`src/rtl/rdd_pkg.sv`:
```
package rdd_pkg;

  localparam int unsigned DW = 64;

  typedef enum logic [1:0] {
    FLT_NONE  = 2'b00,
    FLT_FETCH = 2'b01,
    FLT_LOAD  = 2'b10,
    FLT_STAMO = 2'b11
  } fault_e;

  typedef enum logic [1:0] {
    ST_IDLE,
    ST_RSP,
    ST_MREQ,
    ST_MWAIT
  } state_e;

  function automatic fault_e fault_for(input logic [1:0] kind);
    case (kind)
      2'b00:   return FLT_FETCH;
      2'b01:   return FLT_LOAD;
      default: return FLT_STAMO;
    endcase
  endfunction

  function automatic logic [DW-1:0] byte_mask(input logic [3:0] nbytes);
    case (nbytes)
      4'd1:    return 64'h0000_0000_0000_00FF;
      4'd2:    return 64'h0000_0000_0000_FFFF;
      4'd4:    return 64'h0000_0000_FFFF_FFFF;
      default: return '1;
    endcase
  endfunction

endpackage

```
`src/rtl/rdd_window.sv`:
```
module rdd_window #(
  parameter int unsigned   AW   = 32,
  parameter logic [AW-1:0] BASE = '0,
  parameter logic [AW-1:0] LEN  = 'h1000
) (
  input  logic [AW-1:0] addr_i,
  input  logic [3:0]    bytes_i,
  output logic          hit_o
);
  localparam logic [AW:0] WIN_END = {1'b0, BASE} + {1'b0, LEN};

  logic [AW:0] acc_end;
  assign acc_end = {1'b0, addr_i} + (AW+1)'(bytes_i);
  // every touched byte must lie inside
  assign hit_o   = (addr_i >= BASE) && (acc_end <= WIN_END);
endmodule

```
`src/rtl/rdd_clint_read.sv`:
```
module rdd_clint_read #(
  parameter int unsigned   AW   = 32,
  parameter logic [AW-1:0] BASE = '0
) (
  input  logic [AW-1:0] addr_i,
  input  logic [3:0]    bytes_i,
  input  logic          sw_irq_i,
  input  logic [63:0]   tcmp_i,
  input  logic [63:0]   tval_i,
  output logic          ok_o,
  output logic [63:0]   data_o
);
  localparam logic [AW-1:0] OFF_SWI     = AW'(32'h0000_0000);
  localparam logic [AW-1:0] OFF_TCMP    = AW'(32'h0000_4000);
  localparam logic [AW-1:0] OFF_TCMP_HI = AW'(32'h0000_4004);
  localparam logic [AW-1:0] OFF_TVAL    = AW'(32'h0000_BFF8);
  localparam logic [AW-1:0] OFF_TVAL_HI = AW'(32'h0000_BFFC);

  logic [AW-1:0] off;
  logic          w4, w8;

  assign off = addr_i - BASE;
  assign w4  = (bytes_i == 4'd4);
  assign w8  = (bytes_i == 4'd8);

  always_comb begin
    ok_o   = 1'b0;
    data_o = '0;
    if (off == OFF_SWI) begin
      ok_o   = w4 || w8;
      data_o = {63'd0, sw_irq_i};
    end else if (off == OFF_TCMP) begin
      ok_o   = w4 || w8;
      data_o = w8 ? tcmp_i : {32'd0, tcmp_i[31:0]};
    end else if (off == OFF_TCMP_HI) begin
      ok_o   = w4;
      data_o = {32'd0, tcmp_i[63:32]};
    end else if (off == OFF_TVAL) begin
      ok_o   = w4 || w8;
      data_o = w8 ? tval_i : {32'd0, tval_i[31:0]};
    end else if (off == OFF_TVAL_HI) begin
      ok_o   = w4;
      data_o = {32'd0, tval_i[63:32]};
    end
    if (!ok_o) data_o = '0;
  end
endmodule

```
`src/rtl/rdd_host_read.sv`:
```
module rdd_host_read #(
  parameter int unsigned   AW          = 32,
  parameter logic [AW-1:0] TOHOST_ADDR = '0
) (
  input  logic [AW-1:0] addr_i,
  input  logic [3:0]    bytes_i,
  input  logic [63:0]   tohost_i,
  output logic          ok_o,
  output logic [63:0]   data_o
);
  localparam logic [AW-1:0] HI_ADDR = TOHOST_ADDR + AW'(4);

  logic lo_hit, hi_hit;

  assign lo_hit = (bytes_i == 4'd4) && (addr_i == TOHOST_ADDR);
  assign hi_hit = (bytes_i == 4'd4) && (addr_i == HI_ADDR);
  assign ok_o   = lo_hit || hi_hit;

  always_comb begin
    data_o = '0;
    if (lo_hit)      data_o = {32'd0, tohost_i[31:0]};
    else if (hi_hit) data_o = {32'd0, tohost_i[63:32]};
  end
endmodule

```
`src/rtl/rdd_read_dispatch.sv`:
```
module rdd_read_dispatch
  import rdd_pkg::*;
#(
  parameter int unsigned   AW          = 32,
  parameter logic [AW-1:0] CLINT_BASE  = 32'h0200_0000,
  parameter logic [AW-1:0] CLINT_LEN   = 32'h0000_C000,
  parameter logic [AW-1:0] TOHOST_ADDR = 32'h4000_1000,
  parameter logic [AW-1:0] MEM_BASE    = 32'h8000_0000,
  parameter logic [AW-1:0] MEM_LEN     = 32'h1000_0000
) (
  input  logic          clk_i,
  input  logic          rst_ni,
  input  logic          req_valid_i,
  output logic          req_ready_o,
  input  logic [1:0]    req_kind_i,
  input  logic [AW-1:0] req_addr_i,
  input  logic [3:0]    req_bytes_i,
  output logic          rsp_valid_o,
  input  logic          rsp_ready_i,
  output logic [63:0]   rsp_data_o,
  output logic [1:0]    rsp_fault_o,
  output logic          mem_req_valid_o,
  input  logic          mem_req_ready_i,
  output logic [AW-1:0] mem_req_addr_o,
  output logic [3:0]    mem_req_bytes_o,
  output logic [1:0]    mem_req_kind_o,
  input  logic          mem_rsp_valid_i,
  output logic          mem_rsp_ready_o,
  input  logic [63:0]   mem_rsp_data_i,
  input  logic          sw_irq_i,
  input  logic [63:0]   tcmp_i,
  input  logic [63:0]   tval_i,
  input  logic [63:0]   tohost_i
);
  localparam logic [AW-1:0] HOST_LEN = AW'(8);

  state_e        st_q;
  logic [63:0]   data_q;
  fault_e        fault_q;
  logic [AW-1:0] addr_q;
  logic [3:0]    bytes_q;
  logic [1:0]    kind_q;

  logic          clint_hit, host_hit, mem_hit;
  logic          clint_ok, host_ok;
  logic [63:0]   clint_data, host_data;
  logic          req_fire;

  rdd_window #(.AW(AW), .BASE(CLINT_BASE), .LEN(CLINT_LEN)) u_win_clint (
    .addr_i(req_addr_i), .bytes_i(req_bytes_i), .hit_o(clint_hit));
  rdd_window #(.AW(AW), .BASE(TOHOST_ADDR), .LEN(HOST_LEN)) u_win_host (
    .addr_i(req_addr_i), .bytes_i(req_bytes_i), .hit_o(host_hit));
  rdd_window #(.AW(AW), .BASE(MEM_BASE), .LEN(MEM_LEN)) u_win_mem (
    .addr_i(req_addr_i), .bytes_i(req_bytes_i), .hit_o(mem_hit));

  rdd_clint_read #(.AW(AW), .BASE(CLINT_BASE)) u_clint (
    .addr_i(req_addr_i), .bytes_i(req_bytes_i), .sw_irq_i(sw_irq_i),
    .tcmp_i(tcmp_i), .tval_i(tval_i), .ok_o(clint_ok), .data_o(clint_data));

  rdd_host_read #(.AW(AW), .TOHOST_ADDR(TOHOST_ADDR)) u_host (
    .addr_i(req_addr_i), .bytes_i(req_bytes_i), .tohost_i(tohost_i),
    .ok_o(host_ok), .data_o(host_data));

  assign req_ready_o = (st_q == ST_IDLE);
  assign req_fire    = req_valid_i && req_ready_o;

  always_ff @(posedge clk_i or negedge rst_ni) begin
    if (!rst_ni) begin
      st_q    <= ST_IDLE;
      data_q  <= '0;
      fault_q <= FLT_NONE;
      addr_q  <= '0;
      bytes_q <= '0;
      kind_q  <= '0;
    end else begin
      case (st_q)
        ST_IDLE: if (req_fire) begin
          addr_q  <= req_addr_i;
          bytes_q <= req_bytes_i;
          kind_q  <= req_kind_i;
          // register windows first, then memory, then fault
          if (clint_hit) begin
            st_q    <= ST_RSP;
            data_q  <= clint_ok ? clint_data : '0;
            fault_q <= clint_ok ? FLT_NONE : fault_for(req_kind_i);
          end else if (host_hit) begin
            st_q    <= ST_RSP;
            data_q  <= host_ok ? host_data : '0;
            fault_q <= host_ok ? FLT_NONE : fault_for(req_kind_i);
          end else if (mem_hit) begin
            st_q    <= ST_MREQ;
          end else begin
            st_q    <= ST_RSP;
            data_q  <= '0;
            fault_q <= fault_for(req_kind_i);
          end
        end
        ST_RSP:   if (rsp_ready_i) st_q <= ST_IDLE;
        ST_MREQ:  if (mem_req_ready_i) st_q <= ST_MWAIT;
        ST_MWAIT: if (mem_rsp_valid_i && rsp_ready_i) st_q <= ST_IDLE;
        default:  st_q <= ST_IDLE;
      endcase
    end
  end

  assign mem_req_valid_o = (st_q == ST_MREQ);
  assign mem_req_addr_o  = addr_q;
  assign mem_req_bytes_o = bytes_q;
  assign mem_req_kind_o  = kind_q;
  assign mem_rsp_ready_o = (st_q == ST_MWAIT) && rsp_ready_i;

  assign rsp_valid_o = (st_q == ST_RSP) || ((st_q == ST_MWAIT) && mem_rsp_valid_i);
  assign rsp_data_o  = (st_q == ST_MWAIT) ? (mem_rsp_data_i & byte_mask(bytes_q)) : data_q;
  assign rsp_fault_o = (st_q == ST_MWAIT) ? FLT_NONE : fault_q;

  // a window hit never turns into a memory request
  p_window_first_r1: assert property (@(posedge clk_i) disable iff (!rst_ni)
    (req_fire && (clint_hit || host_hit)) |=> (!mem_req_valid_o && rsp_valid_o));

  // faulted responses carry no data
  p_fault_no_data_r2: assert property (@(posedge clk_i) disable iff (!rst_ni)
    (rsp_valid_o && rsp_fault_o != FLT_NONE) |-> (rsp_data_o == '0));

  // software-interrupt register only at widths 4 and 8
  p_swi_width_r4: assert property (@(posedge clk_i) disable iff (!rst_ni)
    (req_fire && clint_hit && clint_ok && req_addr_i == CLINT_BASE)
      |-> (req_bytes_i == 4'd4 || req_bytes_i == 4'd8));

  // mailbox accepts only 4-byte reads
  p_host_width_r6: assert property (@(posedge clk_i) disable iff (!rst_ni)
    (req_fire && host_hit && host_ok) |-> (req_bytes_i == 4'd4));

  // busy right after acceptance
  p_busy_after_accept_r8: assert property (@(posedge clk_i) disable iff (!rst_ni)
    req_fire |=> !req_ready_o);

  // held local response stays stable
  p_rsp_hold_r8: assert property (@(posedge clk_i) disable iff (!rst_ni)
    (st_q == ST_RSP && !rsp_ready_i)
      |=> (rsp_valid_o && $stable(rsp_data_o) && $stable(rsp_fault_o)));

  // memory request held under backpressure
  p_mem_hold_r9: assert property (@(posedge clk_i) disable iff (!rst_ni)
    (mem_req_valid_o && !mem_req_ready_i)
      |=> (mem_req_valid_o && $stable(mem_req_addr_o) && $stable(mem_req_bytes_o)));

  // memory-phase response handshake tracks the port
  p_mem_fwd_r10: assert property (@(posedge clk_i) disable iff (!rst_ni)
    (mem_rsp_ready_o) |-> (rsp_ready_i && rsp_fault_o == FLT_NONE));
endmodule

```
`config.mk`:
```
export PLATFORM = sky130hd
export DESIGN_NAME = rdd_read_dispatch
export DESIGN_NICKNAME = d
export VERILOG_FILES = /design/src/rtl/rdd_pkg.sv /design/src/rtl/rdd_window.sv /design/src/rtl/rdd_clint_read.sv /design/src/rtl/rdd_host_read.sv /design/src/rtl/rdd_read_dispatch.sv
export SDC_FILE = /design/constraint.sdc
export NUM_CORES = 1
export LEC_CHECK = 0
export ABC_CLOCK_PERIOD_IN_PS = 2200
export BUFFER_PORTS_ARGS = -buffer_cell sky130_fd_sc_hd__buf_2
export CAP_MARGIN = 10
export CELL_PAD_IN_SITES_DETAIL_PLACEMENT = 0
export CELL_PAD_IN_SITES_GLOBAL_PLACEMENT = 2
export CORE_ASPECT_RATIO = 1.1
export CORE_MARGIN = 2
export CORE_UTILIZATION = 24
export CTS_CLUSTER_DIAMETER = 40
export DETAILED_ROUTE_END_ITERATION = 10
export GPL_ROUTABILITY_DRIVEN = 0
export PLACE_DENSITY_LB_ADDON = 0.1
export REMOVE_ABC_BUFFERS = 1
export SKIP_CTS_REPAIR_TIMING = 1
export SLEW_MARGIN = 40
export SYNTH_ARGS = -nofsm -noshare
export SYNTH_HDL_FRONTEND = slang
export SYNTH_SLANG_ARGS = --single-unit
```
`constraint.sdc`:
```
create_clock -name clk_i -period 2.2 [get_ports clk_i]
set_clock_uncertainty 0.15 [all_clocks]
set_input_delay 0.11 -clock clk_i [delete_from_list [all_inputs] [get_ports clk_i]]
set_output_delay 0.11 -clock clk_i [all_outputs]
set_load 0.02 [all_outputs]
```
==> flow_metrics.tcl <==
set metrics [dict create \
    cts_buffers 9 \
    instances_no_fill 2023 \
    fp.dieW_um 188 \
    required_ps 2310 \
    placed_cells 1939 \
    overflow 0 \
    cts-root-buf "clkbuf_16" \
    drtAntennaViolNets 0 \
    num-nets-final 1828 \
    final_util_pct 39.2 \
    grt_max_degree 63 \
    placed_area_um2 12700 \
    pre_cts_ws_ps -1150 \
    drt-pass1-iter-count 6 \
    syn-instance-count 980 \
    synth.avg_cell_area_um2 9.11 \
    yosysWarnings 0 \
    core_um2 36900 \
    finalMaxSlewViolations 0 \
    drc 0 \
    synth_top_cell_by_area "dfrtp_1" \
    clkTransAtPathRegs_ps 80 \
    grt_pass1_wl_mm 64.7 \
    worst_slew_pin_slew_ps 674 \
    io_pins 409 \
    htreeDepth 3 \
    synth_cell_type_count 79 \
    max_freq_ghz 0.364 \
    leakage_nw 6.61 \
    cts_sinks 106 \
    synth_edf_count 0 \
    cp.arrival_ps 2850 \
    cts_tree "done" \
    final_cell_mix "buf_2 (374), buf_4 (141), nand2_1 (118), dfrtp_1 (104), a22o_1 (88)" \
    grt_antenna_before_repair 6 \
    ir_worst_vdd_mv 0.362 \
    setup_violations 68 \
    vias_per_cell 5.26 \
    crit_fanout 8 \
    syn-cell-area_um2 8920 \
    setup_ws_ps -544 \
    synthFlopType "dfrtp_1" \
    vias 10700 \
    wl_mm 47.9 \
    hold_viol 19 \
    status "finished, violations left" \
    start_util_pct 24.2 \
    clock_path_buffers 2 \
    hold_class "in -> reg" \
    p_per_area_nw_per_um2 577 \
    die_area_um2 38700 \
    grt_pass1_vias 10200 \
    seq_area_frac_synth_pct 29.7 \
    die_h_um 206 \
    fin_hold_ws_ps -45.6 \
    io_buffers 408 \
    p_total_mw 8.36 \
    max_slew_margin_pct 55.0 \
    finalSetupTns_ps -31550 \
    track_usage_pct 22.0 \
    synth_top_area_share_pct 29.7 \
    row_count 74 \
    async_reset_ff_share_pct 100 \
    clock_latency_ps 370 \
    design_area_um2 14500 \
    ys_seq_elements 106 \
    fin_crit_sh_pct 125 \
    routedWlPerCell_um 23.7 \
    min_period_ps 2740 \
    synthTopCellsByArea "dfrtp_1 (30%), a22o_1 (8.6%), mux2_2 (5.4%), nand2_1 (5.1%), mux2_4 (4.5%)" \
    crit_path_end_kind "flop" \
    maxCapViolations 0 \
    first_iter_violations 724 \
    violations "hold timing, setup timing" \
    layout_commonest_cell "buf_2" \
    critPathKind "in -> reg" \
    worstSetupStartpointType "input pin" \
    areaGrowthSynthToFinish_pct 62.4 \
    drive_gt1_share_pct 50.8 \
    dp_hpwl_mm 33.4 \
    rsz0062_at_grt "true" \
]
-- layout make-up --
type / instances / area [µm²]
Fill cell: 3888 / 22400
Multi-Input combinational cell: 750 / 6140
Timing Repair Buffer: 637 / 4730
Sequential cell: 106 / 2660
Tap cell: 494 / 618
Clock buffer: 13 / 260
Inverter: 16 / 60.1
Clock inverter: 3 / 23.8
Antenna cell: 4 / 10.0
-- registers in the layout, indices dropped and copies added (netlist names) --
| name | count |
|---|---|
| data_q | 64 |
| mem_req_bytes_o | 4 |
| st_q | 2 |
| mem_req_addr_o | 32 |
| fault_q | 2 |
| mem_req_kind_o | 2 |
-- cell usage after synthesis, types with 4 or more instances --
cell type    n
a2111oi_0   31
a211oi_1    35
a21o_1       4
a21oi_1      9
a221o_1     32
a222oi_1    30
a22o_1      88
a22oi_1     32
a31oi_1      4
and2_1       4
and3_1       6
and4_1       4
buf_1        6
buf_2       16
buf_6        9
clkbuf_1    75
dfrtp_1    106
ha_1         6
inv_1       16
mux2_2      43
mux2_4      27
mux2i_1     39
nand2_1    121
nand3_1     18
nand4_1     13
nor2_1      54
nor3_1      42
nor4_1       8
nor4b_1      4
o21ai_0     14
or3_1        5
or4_1        4
xnor2_1      9
xor2_1       5
-- where the power goes --
| group | switching [mW] | internal [mW] |
|---|---|---|
| clock network | 0.838 | 0.837 |
| registers | 0.222 | 2.33 |
| logic | 2.49 | 1.65 |
-- logic make-up after synthesis --
logic type               synth area share [%]
flip-flops                               29.7
multiplexers                             14.3
AND/OR/NAND/NOR                          17.0
AO/OA/AOI/OAI                            30.3
XOR/XNOR                                 1.37
buffers and inverters                    6.25
adder cells (fa/ha/maj)                  1.07
-- worst paths after layout --
path / slack, ps / to / depth (start not counted) / start
min reg2reg: 320 / mem_req_addr_o[15] / 2 / mem_req_addr_o[15]
max reg2reg: 170 / data_q[24] / 6 / st_q[0]
min in group asynchronous: 100 / data_q[40] / 2 / rst_ni
max: -540 / data_q[24] / 13 / req_addr_i[2]
max in group asynchronous: 1180 / mem_req_addr_o[22] / 3 / rst_ni
min: -50 / mem_req_addr_o[30] / 4 / req_addr_i[30]
-- worst max-delay path, stage by stage --
cell	delay, ps
buf_12	120
ha_4	290
nand3_4	80
a2bb2oi_4	210
buf_6	140
nor4_4	250
mux2i_2	300
a211o_1	220
a211oi_4	70
a211oi_4	380
buf_6	190
clkbuf_16	170
mux2_4	300
-- routing by layer --
metal	routed length [µm]	up-vias	global-route usage, %
met5	28	-	0
met4	772	4	5.48
met3	2170	44	3.40
li1	-	4973	-
met1	20200	5278	26.6
met2	24700	351	40.6
No activity file was read; power rests on OpenSTA's default activity.
